==> src/rtl/vscan_pkg.sv <==
package vscan_pkg;

  localparam int STAT_W        = 16;
  localparam int ZERO_FLAG_BIT = 15;
  localparam int MAX_ADDR_W    = 15;

  localparam logic [2:0] CMP_GT = 3'b100;
  localparam logic [2:0] CMP_LT = 3'b010;
  localparam logic [2:0] CMP_EQ = 3'b001;

  localparam logic OP_CMP = 1'b0;
  localparam logic OP_LOC = 1'b1;

  typedef enum logic [2:0] {
    ST_IDLE,
    ST_RD_A,
    ST_RD_B,
    ST_CMP,
    ST_LOC
  } vscan_state_e;

  // Packs the zero flag and a word address into the status layout.
  function automatic logic [STAT_W-1:0] msw_pack(input logic zero,
                                                 input logic [MAX_ADDR_W-1:0] addr);
    logic [STAT_W-1:0] s;
    s = '0;
    s[ZERO_FLAG_BIT] = zero;
    s[MAX_ADDR_W-1:0] = addr;
    return s;
  endfunction

  // Three-way result code from the word relation flags.
  function automatic logic [2:0] cmp_code(input logic gt, input logic lt);
    if (gt) return CMP_GT;
    if (lt) return CMP_LT;
    return CMP_EQ;
  endfunction

endpackage

==> src/rtl/vscan_word_cmp.sv <==
module vscan_word_cmp #(
  parameter int DW = 32
) (
  input  logic [DW-1:0] word_a,
  input  logic [DW-1:0] word_b,
  output logic          a_gt,
  output logic          a_lt
);

  assign a_gt = word_a > word_b;
  assign a_lt = word_a < word_b;

endmodule

==> src/rtl/vscan_msb_enc.sv <==
module vscan_msb_enc #(
  parameter int DW = 32,
  localparam int BW = $clog2(DW)
) (
  input  logic [DW-1:0] word,
  output logic          nz,
  output logic [BW-1:0] idx
);

  // Highest set bit position; lower bits are overridden by higher ones.
  function automatic logic [BW-1:0] top_index(input logic [DW-1:0] w);
    logic [BW-1:0] r;
    r = '0;
    for (int i = 0; i < DW; i++) begin
      if (w[i]) r = BW'(i);
    end
    return r;
  endfunction

  assign nz  = |word;
  assign idx = top_index(word);

  always_comb begin
    if (nz) begin
      p_msb_is_top_r7: assert (word[idx] && ((word >> idx) == DW'(1)));
    end
  end

endmodule

==> src/rtl/vscan_ctrl.sv <==
module vscan_ctrl
  import vscan_pkg::*;
#(
  parameter int AW = 11,
  parameter int DW = 32,
  parameter int LW = 9,
  localparam int BW = $clog2(DW),
  localparam int XW = AW + LW
) (
  input  logic          clk,
  input  logic          rst_n,
  input  logic          start,
  input  logic          op_sel,
  input  logic          ms_one_en,
  input  logic [AW-1:0] a_base,
  input  logic [AW-1:0] b_base,
  input  logic [LW-1:0] len,
  output logic          mem_rd_en,
  output logic [AW-1:0] mem_addr,
  input  logic [DW-1:0] mem_rdata,
  output logic [DW-1:0] a_word,
  input  logic          wd_gt,
  input  logic          wd_lt,
  input  logic          enc_nz,
  input  logic [BW-1:0] enc_idx,
  output logic          busy,
  output logic          done,
  output logic [2:0]    cmp_result,
  output logic [STAT_W-1:0] msw_status,
  output logic [BW-1:0] top_bit
);

  vscan_state_e st_q;
  logic [LW-1:0] idx_q, len_q;
  logic [AW-1:0] a_base_q, b_base_q;
  logic          op_q, ms_q, busy_q, done_q;
  logic [DW-1:0] a_word_q;
  logic [2:0]    cmp_q;
  logic [STAT_W-1:0] msw_q;
  logic [BW-1:0] bit_q;

  // Named internal events
  logic          start_take, len_zero_take, last_word, pair_differs;
  logic          cmp_finish, loc_finish, finish;
  logic [AW-1:0] a_addr, b_addr;

  assign start_take    = start && (st_q == ST_IDLE);
  assign len_zero_take = start_take && (len == '0);
  assign last_word     = (idx_q == '0);
  assign pair_differs  = wd_gt || wd_lt;
  assign cmp_finish    = (st_q == ST_CMP) && (pair_differs || last_word);
  assign loc_finish    = (st_q == ST_LOC) && (enc_nz || last_word);
  assign finish        = cmp_finish || loc_finish || len_zero_take;

  assign a_addr    = a_base_q + AW'(idx_q);
  assign b_addr    = b_base_q + AW'(idx_q);
  assign mem_rd_en = (st_q == ST_RD_A) || (st_q == ST_RD_B);
  assign mem_addr  = (st_q == ST_RD_B) ? b_addr : a_addr;

  // Sequencing
  always_ff @(posedge clk) begin
    if (!rst_n) begin
      st_q     <= ST_IDLE;
      idx_q    <= '0;
      len_q    <= '0;
      a_base_q <= '0;
      b_base_q <= '0;
      op_q     <= OP_CMP;
      ms_q     <= 1'b0;
      a_word_q <= '0;
      busy_q   <= 1'b0;
      done_q   <= 1'b0;
    end else begin
      done_q <= finish;
      unique case (st_q)
        ST_IDLE: begin
          if (start_take) begin
            a_base_q <= a_base;
            b_base_q <= b_base;
            len_q    <= len;
            op_q     <= op_sel;
            ms_q     <= ms_one_en;
            idx_q    <= len - LW'(1);
            if (len != '0) begin
              busy_q <= 1'b1;
              st_q   <= ST_RD_A;
            end
          end
        end
        ST_RD_A: st_q <= (op_q == OP_LOC) ? ST_LOC : ST_RD_B;
        ST_RD_B: begin
          a_word_q <= mem_rdata;
          st_q     <= ST_CMP;
        end
        ST_CMP, ST_LOC: begin
          if (finish) begin
            busy_q <= 1'b0;
            st_q   <= ST_IDLE;
          end else begin
            idx_q <= idx_q - LW'(1);
            st_q  <= ST_RD_A;
          end
        end
        default: st_q <= ST_IDLE;
      endcase
    end
  end

  // Result registers, written only on completion
  always_ff @(posedge clk) begin
    if (!rst_n) begin
      cmp_q <= '0;
      msw_q <= '0;
      bit_q <= '0;
    end else begin
      if (len_zero_take) begin
        if (op_sel == OP_CMP) begin
          cmp_q <= CMP_EQ;
        end else begin
          msw_q <= msw_pack(1'b1, MAX_ADDR_W'(a_base));
          if (ms_one_en) bit_q <= '0;
        end
      end
      if (cmp_finish) cmp_q <= cmp_code(wd_gt, wd_lt);
      if (loc_finish) begin
        msw_q <= enc_nz ? msw_pack(1'b0, MAX_ADDR_W'(a_addr))
                        : msw_pack(1'b1, MAX_ADDR_W'(a_base_q));
        if (ms_q) bit_q <= enc_nz ? enc_idx : '0;
      end
    end
  end

  assign a_word     = a_word_q;
  assign busy       = busy_q;
  assign done       = done_q;
  assign cmp_result = cmp_q;
  assign msw_status = msw_q;
  assign top_bit    = bit_q;

  // Reads stay inside one of the two vectors being walked
  p_rd_in_vector_r3: assert property (@(posedge clk) disable iff (!rst_n)
    mem_rd_en |-> ((XW'(AW'(mem_addr - a_base_q)) < XW'(len_q)) ||
                   (XW'(AW'(mem_addr - b_base_q)) < XW'(len_q))));

  p_onehot_cmp_r2: assert property (@(posedge clk) disable iff (!rst_n)
    $onehot0(cmp_q));

  p_done_not_busy_r4: assert property (@(posedge clk) disable iff (!rst_n)
    done_q |-> !busy_q);

  p_cmp_at_done_r4: assert property (@(posedge clk) disable iff (!rst_n)
    !$stable(cmp_q) |-> done_q);

  p_msw_at_done_r4: assert property (@(posedge clk) disable iff (!rst_n)
    !$stable(msw_q) |-> done_q);

  p_bit_at_done_r7: assert property (@(posedge clk) disable iff (!rst_n)
    !$stable(bit_q) |-> done_q);

  p_no_idle_read_r8: assert property (@(posedge clk) disable iff (!rst_n)
    mem_rd_en |-> busy_q);

  p_busy_from_start_r9: assert property (@(posedge clk) disable iff (!rst_n)
    $rose(busy_q) |-> $past(start));

endmodule

==> src/rtl/vscan_unit.sv <==
module vscan_unit
  import vscan_pkg::*;
#(
  parameter int AW = 11,
  parameter int DW = 32,
  parameter int LW = 9,
  localparam int BW = $clog2(DW)
) (
  input  logic          clk,
  input  logic          rst_n,
  input  logic          start,
  input  logic          op_sel,
  input  logic          ms_one_en,
  input  logic [AW-1:0] a_base,
  input  logic [AW-1:0] b_base,
  input  logic [LW-1:0] len,
  output logic          mem_rd_en,
  output logic [AW-1:0] mem_addr,
  input  logic [DW-1:0] mem_rdata,
  output logic          busy,
  output logic          done,
  output logic [2:0]    cmp_result,
  output logic [STAT_W-1:0] msw_status,
  output logic [BW-1:0] top_bit
);

  logic [DW-1:0] a_word;
  logic          wd_gt, wd_lt, enc_nz;
  logic [BW-1:0] enc_idx;

  vscan_word_cmp #(.DW(DW)) i_cmp (
    .word_a (a_word),
    .word_b (mem_rdata),
    .a_gt   (wd_gt),
    .a_lt   (wd_lt)
  );

  vscan_msb_enc #(.DW(DW)) i_enc (
    .word (mem_rdata),
    .nz   (enc_nz),
    .idx  (enc_idx)
  );

  vscan_ctrl #(.AW(AW), .DW(DW), .LW(LW)) i_ctrl (
    .clk        (clk),
    .rst_n      (rst_n),
    .start      (start),
    .op_sel     (op_sel),
    .ms_one_en  (ms_one_en),
    .a_base     (a_base),
    .b_base     (b_base),
    .len        (len),
    .mem_rd_en  (mem_rd_en),
    .mem_addr   (mem_addr),
    .mem_rdata  (mem_rdata),
    .a_word     (a_word),
    .wd_gt      (wd_gt),
    .wd_lt      (wd_lt),
    .enc_nz     (enc_nz),
    .enc_idx    (enc_idx),
    .busy       (busy),
    .done       (done),
    .cmp_result (cmp_result),
    .msw_status (msw_status),
    .top_bit    (top_bit)
  );

endmodule

==> config.mk <==
export PLATFORM = sky130hd
export DESIGN_NAME = vscan_unit
export DESIGN_NICKNAME = d
export VERILOG_FILES = /design/src/rtl/vscan_pkg.sv /design/src/rtl/vscan_word_cmp.sv /design/src/rtl/vscan_msb_enc.sv /design/src/rtl/vscan_ctrl.sv /design/src/rtl/vscan_unit.sv
export SDC_FILE = /design/constraint.sdc
export NUM_CORES = 1
export LEC_CHECK = 0
export BUFFER_PORTS_ARGS = -buffer_cell sky130_fd_sc_hd__buf_4
export CAP_MARGIN = 10
export CORE_MARGIN = 1
export CORE_UTILIZATION = 47
export DETAILED_ROUTE_END_ITERATION = 12
export GPL_TIMING_DRIVEN = 1
export HOLD_SLACK_MARGIN = 0.06
export PLACE_DENSITY_LB_ADDON = 0.1
export SLEW_MARGIN = 20
export SYNTH_ARGS = -nofsm -noshare
export SYNTH_HDL_FRONTEND = slang
export SYNTH_SLANG_ARGS = --single-unit
export TNS_END_PERCENT = 20
==> constraint.sdc <==
create_clock -name clk -period 5 [get_ports clk]
set_input_delay 0.5 -clock clk [delete_from_list [all_inputs] [get_ports clk]]
set_output_delay 0.5 -clock clk [all_outputs]
set_load 0.02 [all_outputs]
== Yosys cells after proc, flatten, opt, wreduce, memory -nomap -nowiden ==
Index checks and enable logic that the tools add are counted.

* Equality and inequality tests: 9
* Magnitude comparators: 2
* Reductions and logical operators: 26
* Muxes and demuxes: 68
* Add/subtract/negate cells: 4

{| class="wikitable"
|+ Operators by type and width
! cell !! number
|-
| $mux W5 || 22
|-
| $mux W16 || 4
|-
| $mux W3 || 14
|-
| $gt A32 B32 Y1 || 1
|-
| $lt A32 B32 Y1 || 1
|-
| $mux W4 || 8
|-
| $reduce_or A32 Y1 || 1
|-
| $add A11 B9 Y11 || 2
|-
| $logic_not A9 Y1 || 2
|-
| $mux W9 || 2
|-
| $pmux W9 S2 || 1
|-
| $sub A9 B1 Y9 const B || 2
|-
| $mux W1 || 12
|-
| $pmux W3 S4 || 1
|-
| $mux W11 || 1
|-
| $reduce_bool A9 Y1 || 1
|-
| $reduce_and A2 Y1 || 4
|-
| $reduce_bool A2 Y1 || 4
|-
| $eq A3 B2 Y1 const B || 2
|-
| $logic_or A1 B1 Y1 || 6
|-
| $ne A2 B1 Y1 const B || 3
|-
| $logic_and A1 B1 Y1 || 4
|-
| $mux W2 || 2
|-
| $ne A2 B2 Y1 const B || 2
|-
| 7 further kinds || 7
|}

* Bits of input ports: 68
* Output and inout bits: 38
* Logic and storage cells: 121
* Register bits: 94

== Longest topological paths before layout ==
* Depth after elaboration: 34
* Mapped depth: 13
* Gate-level depth less buffers: 11

== Hierarchy ==
From an unflattened synthesis, not the netlist that was laid out.

* Cell total of the unflattened synthesis: 793
* Area, all modules: 5983.2 um^2

{| class="wikitable"
|+ By module, submodules not included
! module !! seq. area each (um^2) !! instances !! cells an instance !! area an instance (um^2)
|-
| vscan_ctrl || 1801.7 || 1 || 617 || 4799.6
|-
| vscan_word_cmp || 0.0 || 1 || 114 || 817.0
|-
| vscan_msb_enc || 0.0 || 1 || 62 || 366.6
|}

== Worst setup path after synthesis ==
No wires, ideal clock.

* Path kind: reg2reg
* Start: reg i_ctrl.st_q[0]
* End: reg i_ctrl.idx_q[6]
* Data arrival time: 3.140 ns
* Cell stages (with the launch flop): 14
* Clock period less this slack: 3.262 ns
* Path buffers: 5
* Setup time: 0.122 ns
* Slack: 1.738 ns
* Required time: 4.878 ns
* Cell sequence: dfxtp_1 clkbuf_1 and3b_1 clkbuf_1 nor2_1 clkbuf_1 clkbuf_1 mux2i_1 ha_1 clkbuf_1 nand2_1 and3_1 or4_1 o311a_1

* Cells in the longest elaborated chain, start to end: 6
* Elaborated cells on any way between the ends: 15
* Classes of those cells: eq/ne: 4; mux: 1; reduce/logical: 10

{| class="wikitable"
|+ RTL lines
! element !! line !! source
|-
| start, declared || vscan_ctrl.sv:33 || <nowiki>vscan_state_e st_q;</nowiki>
|-
| start signal, assigned || vscan_ctrl.sv:90 || <nowiki>ST_RD_A: st_q <= (op_q == OP_LOC) ? ST_LOC : ST_RD_B;</nowiki>
|-
| $eq A3 B2 Y1, or another cell as far along || vscan_ctrl.sv:51, vscan_ctrl.sv:75 ||
|-
| $logic_and A1 B1 Y1 (on tied branches) || vscan_ctrl.sv:51, vscan_ctrl.sv:47, vscan_ctrl.sv:52 ||
|-
| $logic_or A1 B1 Y1 / $logic_and A1 B1 Y1 (equally long branches) || vscan_ctrl.sv:53, vscan_ctrl.sv:48 ||
|-
| $logic_or A1 B1 Y1 || vscan_ctrl.sv:53 || <nowiki>assign finish = cmp_finish || loc_finish || len_zero_take;</nowiki>
|-
| $ne A2 B2 Y1 (no line) || n/a ||
|-
| $reduce_and A3 Y1 (no line) || n/a ||
|-
| end signal, assigned || vscan_ctrl.sv:83 || <nowiki>idx_q <= len - LW'(1);</nowiki>
|-
| end signal, assigned || vscan_ctrl.sv:100 || <nowiki>idx_q <= idx_q - LW'(1);</nowiki>
|-
| end, declared || vscan_ctrl.sv:34 || <nowiki>logic [LW-1:0] idx_q, len_q;</nowiki>
|}

Parallel ways exist; a longest one is shown, timed or not.
A chain may end at the register's enable or synchronous reset.

== Final worst setup path ==
* Start: reg i_ctrl.idx_q[0]
* End: out mem_addr[10]

* Cells in the longest elaborated chain, start to end: 2
* Elaborated cells on any way between the ends: 3
* Classes of those cells: add/sub: 2; mux: 1

{| class="wikitable"
|+ RTL lines
! element !! line !! source
|-
| $add A11 B9 Y11 (on tied branches) || vscan_ctrl.sv:55, vscan_ctrl.sv:56 ||
|-
| $mux W11 (*) || vscan_ctrl.sv:58 || <nowiki>assign mem_addr = (st_q == ST_RD_B) ? b_addr : a_addr;</nowiki>
|-
| end, declared || vscan_unit.sv:18 || <nowiki>output logic [AW-1:0] mem_addr,</nowiki>
|}

Every way passes the cells marked *; elsewhere a longest branch is shown, timed or not.

==> key figures <==
Outcome
  – Outcome: complete, no violations

Min path
  – Endpoint with the worst hold slack: i_ctrl.b_base_q[0]
  – Hold Crit Start: b_base[0]
  – Worst hold path depth: 3
  – Type of the worst min-delay path: in -> reg

Timing
  – Peak Freq: 281 MHz
  – Final Worst Setup Slack: 1.45 ns
  – Slew @ Worst Pin: 0.981 ns
  – Total negative slack: 0 ns
  – Setup repair after global routing missed its margin: no
  – Final worst path period need: 3.55 ns
  – Max-slew headroom at the worst pin: 0.343
  – Fin Clk Skew: 0.00432 ns
  – Final-report hold violation count: 0
  – Setup-failing EPs final: 0
  – Final-report max-slew violation count: 0
  – Post-route clock period utilization: 0.711

Floorplanning
  – Starting density of the core: 0.480
  – Die Y-Extent: 116 microns
  – Width of the die: 116 microns
  – # IOs: 106
  – Core region area: 12600 sq um
  – Std-Cell Rows: 41
  – Area of the die: 13400 sq um

Finish
  – Commonest non-fill, non-tap cell in the layout: sky130_fd_sc_hd__nand2_1
  – Layout Nets: 991
  – Layout cells sized above 1: 0.154
  – Area Growth Syn to Fin: 19.0%
  – Commonest non-fill, non-tap cells in the layout: sky130_fd_sc_hd__nand2_1, sky130_fd_sc_hd__buf_4, sky130_fd_sc_hd__dfxtp_1, sky130_fd_sc_hd__a21boi_0, sky130_fd_sc_hd__ha_1
  – Number of filler cells placed in the layout: 1246
  – Antenna fix cells: 0

Global routing
  – Vias in the first global route: 5558
  – Maximum number of pins on one net before global-route repair: 92
  – Remaining global-route overflow: 0
  – Total routing usage reported by global routing: 0.260
  – Initial antenna violation count: 0
  – Global-route wire length before repair: 27.0 mm

Critical path
  – R2r startpoint: i_ctrl.st_q[2]
  – Critical path class: reg -> out
  – Critical path arrival: 3.05 ns
  – R2R cell count: 9
  – Internal reg-to-reg setup slack: 1.74 ns
  – Maximum fanout along the worst path: 6
  – Required time of the critical path: 4.50 ns
  – Nature of the critical path startpoint: flip-flop
  – Crit path capture type: output pin
  – Terminus of the critical flop-to-flop path: i_ctrl.idx_q[8]

Clock network
  – Number of sinks handled by clock tree synthesis: 90
  – Total of cells resized after clock tree synthesis: 0
  – CTS Hold Buffers Added: 0
  – CTS root buf: sky130_fd_sc_hd__clkbuf_16
  – # Post-CTS Setup Buffers: 0
  – Clock latency at the later pin of the worst-skew pair: 0.35 ns
  – Clock transition at path regs: 0.07 ns
  – Number of H-tree branching levels: 3
  – CTS buffer count: 9
  – Number of buffers on the longest clock path: 2
  – TritonCTS clock tree: yes

Yosys
  – Fraction of registers with async set or reset after synthesis: 0
  – Post-synthesis sequential area ratio: 0.297
  – Register bit count reported by yosys: 90
  – Predominant post-synthesis flop cell: sky130_fd_sc_hd__dfxtp_1
  – Number of different library cells in the post-synthesis netlist: 70
  – Mapped Avg Cell Area: 7.66 sq um
  – Number of synthesized flops with an enable pin: 0
  – Synthesized area: 6060 sq um
  – Synth warn: 0
  – Post-Syn Instances: 791

Detailed routing
  – Detail Route Antenna Nets: 0
  – Detailed router's first-iteration violation count: 375
  – Vias per inst: 5.69
  – Final WL: 17.0 mm
  – Detailed-router iteration count before antenna repair: 5
  – Wire length per cell after detailed routing: 16.2 microns
  – Via count: 5954
  – Total DRC errors in the routed layout: 0

Place
  – Routability-driven placement congestion ratio: 0.889
  – Estimated wirelength of the detail-placed design: 12.6 mm
  – Dpl ws: 1.41 ns
  – Port bufs: 101

Power and ir drop
  – Peak supply drop: 0.184 mV
  – Leakage component of the power: 3.05 nW
  – Overall power after layout: 0.00197 W
  – Pwr Density: 273 nW/um^2

Job
  – Total of max-cap violations: 0
[critical path, cell delays in order (launching register included)]
cell	delay, ns
sky130_fd_sc_hd__dfxtp_1	0.46
sky130_fd_sc_hd__ha_1	0.24
sky130_fd_sc_hd__inv_1	0.06
sky130_fd_sc_hd__fa_1	0.39
sky130_fd_sc_hd__nor2b_1	0.12
sky130_fd_sc_hd__o21ai_0	0.11
sky130_fd_sc_hd__a21oi_1	0.19
sky130_fd_sc_hd__o21ai_0	0.18
sky130_fd_sc_hd__a211oi_1	0.24
sky130_fd_sc_hd__o21ai_0	0.18
sky130_fd_sc_hd__xor2_1	0.25
sky130_fd_sc_hd__mux2i_1	0.12
sky130_fd_sc_hd__buf_4	0.18
[state kept, by name (all words and copies together), names as in the netlist]
name	count
i_ctrl.b_base_q	11
i_ctrl.msw_status	12
i_ctrl.idx_q	9
i_ctrl.op_q	1
i_ctrl.a_base_q	11
i_ctrl.ms_q	1
i_ctrl.top_bit	5
i_ctrl.a_word	32
i_ctrl.busy	1
i_ctrl.done	1
i_ctrl.cmp_result	3
i_ctrl.st_q	3
[layer usage]
metal	track usage	wire length, microns
met3	0.0439	755
met2	0.452	8220
met1	0.310	7550
met5	0	0
met4	0.126	470
[cell usage after synthesis (4+ instances only)]
cell type | count | area share
sky130_fd_sc_hd__o21ai_0 | 44 | 0.036
sky130_fd_sc_hd__o31ai_1 | 5 | 0.0062
sky130_fd_sc_hd__nand4_1 | 9 | 0.0093
sky130_fd_sc_hd__o311a_1 | 5 | 0.0083
sky130_fd_sc_hd__inv_1 | 48 | 0.030
sky130_fd_sc_hd__nand3b_1 | 4 | 0.0050
sky130_fd_sc_hd__and3_1 | 9 | 0.0093
sky130_fd_sc_hd__and2_1 | 5 | 0.0052
sky130_fd_sc_hd__a31oi_1 | 7 | 0.0072
sky130_fd_sc_hd__nor2b_1 | 11 | 0.011
sky130_fd_sc_hd__ha_1 | 51 | 0.11
sky130_fd_sc_hd__o41ai_1 | 4 | 0.0058
sky130_fd_sc_hd__or4_1 | 4 | 0.0050
sky130_fd_sc_hd__a211oi_1 | 9 | 0.011
sky130_fd_sc_hd__nand3_1 | 12 | 0.0099
sky130_fd_sc_hd__nand2_1 | 167 | 0.10
sky130_fd_sc_hd__clkbuf_1 | 34 | 0.021
sky130_fd_sc_hd__xnor2_1 | 11 | 0.016
sky130_fd_sc_hd__buf_4 | 4 | 0.0050
sky130_fd_sc_hd__nand2b_1 | 7 | 0.0072
sky130_fd_sc_hd__a22oi_1 | 4 | 0.0050
sky130_fd_sc_hd__mux2i_1 | 7 | 0.012
sky130_fd_sc_hd__a2111oi_0 | 4 | 0.0058
sky130_fd_sc_hd__nor2_1 | 32 | 0.020
sky130_fd_sc_hd__nor3_1 | 16 | 0.013
sky130_fd_sc_hd__a21o_1 | 5 | 0.0062
sky130_fd_sc_hd__dfxtp_1 | 90 | 0.30
sky130_fd_sc_hd__nor4_1 | 13 | 0.013
sky130_fd_sc_hd__xor2_1 | 6 | 0.0087
sky130_fd_sc_hd__a21oi_1 | 39 | 0.032
sky130_fd_sc_hd__a21boi_0 | 65 | 0.081
[logic make-up (layout without fill, tap and decap cells)]
logic type,Yosys count,count (layout),synth area share
AOI/OAI and AO/OA,225,225,0.257
xor gates and xnor gates,17,17,0.0246
adders and majority gates,53,53,0.112
buffers and inverters,91,172,0.0601
DFF,90,90,0.297
muxes,7,7,0.0116
other,1,4,0.000619
and+or+nand+nor,307,307,0.237
[worst max-delay path by stage]
stage,slack [ns],end,start,cells after the start
6_report,1.45,mem_addr[10],i_ctrl.idx_q[0],12
4_1_cts,1.47,mem_addr[9],i_ctrl.idx_q[1],9
5_1_grt,1.17,mem_addr[10],i_ctrl.idx_q[0],12
2_1_floorplan,1.74,i_ctrl.idx_q[6],i_ctrl.st_q[0],13
3_5_place_dp,1.41,i_ctrl.idx_q[6],mem_rdata[27],11
3_3_place_gp,1.49,i_ctrl.idx_q[6],mem_rdata[24],11
[report_power, final]
part,internal [W],switching [W],total [W]
Sequential,0.000758,0.0000448,0.000803
Combinational,0.000195,0.000273,0.000468
Clock,0.000402,0.000295,0.000697
[per-stage QoR]
stage	area [sq um]	util	std cells	hold WS, ns
floorplan	6070	-	794	0.443
global placement	6910	0.548	1031	0.458
CTS	7210	0.571	1047	0.403
finish	7210	0.571	1047	0.412
detailed placement	6910	0.548	1031	0.464
global route	7210	0.571	1047	0.418
[layout make-up]
cell class                 count  area [sq um]  area share
clock buffer                  12           246      0.0342
clock inverter                 4          51.3     0.00711
inverter                      49           184      0.0255
multi-input combinational    613          3910       0.542
sequential                    90          1800       0.250
tap                          172           215      0.0298
timing repair buffer         107           803       0.111
Note: power is estimated with default switching activity, not from simulation.
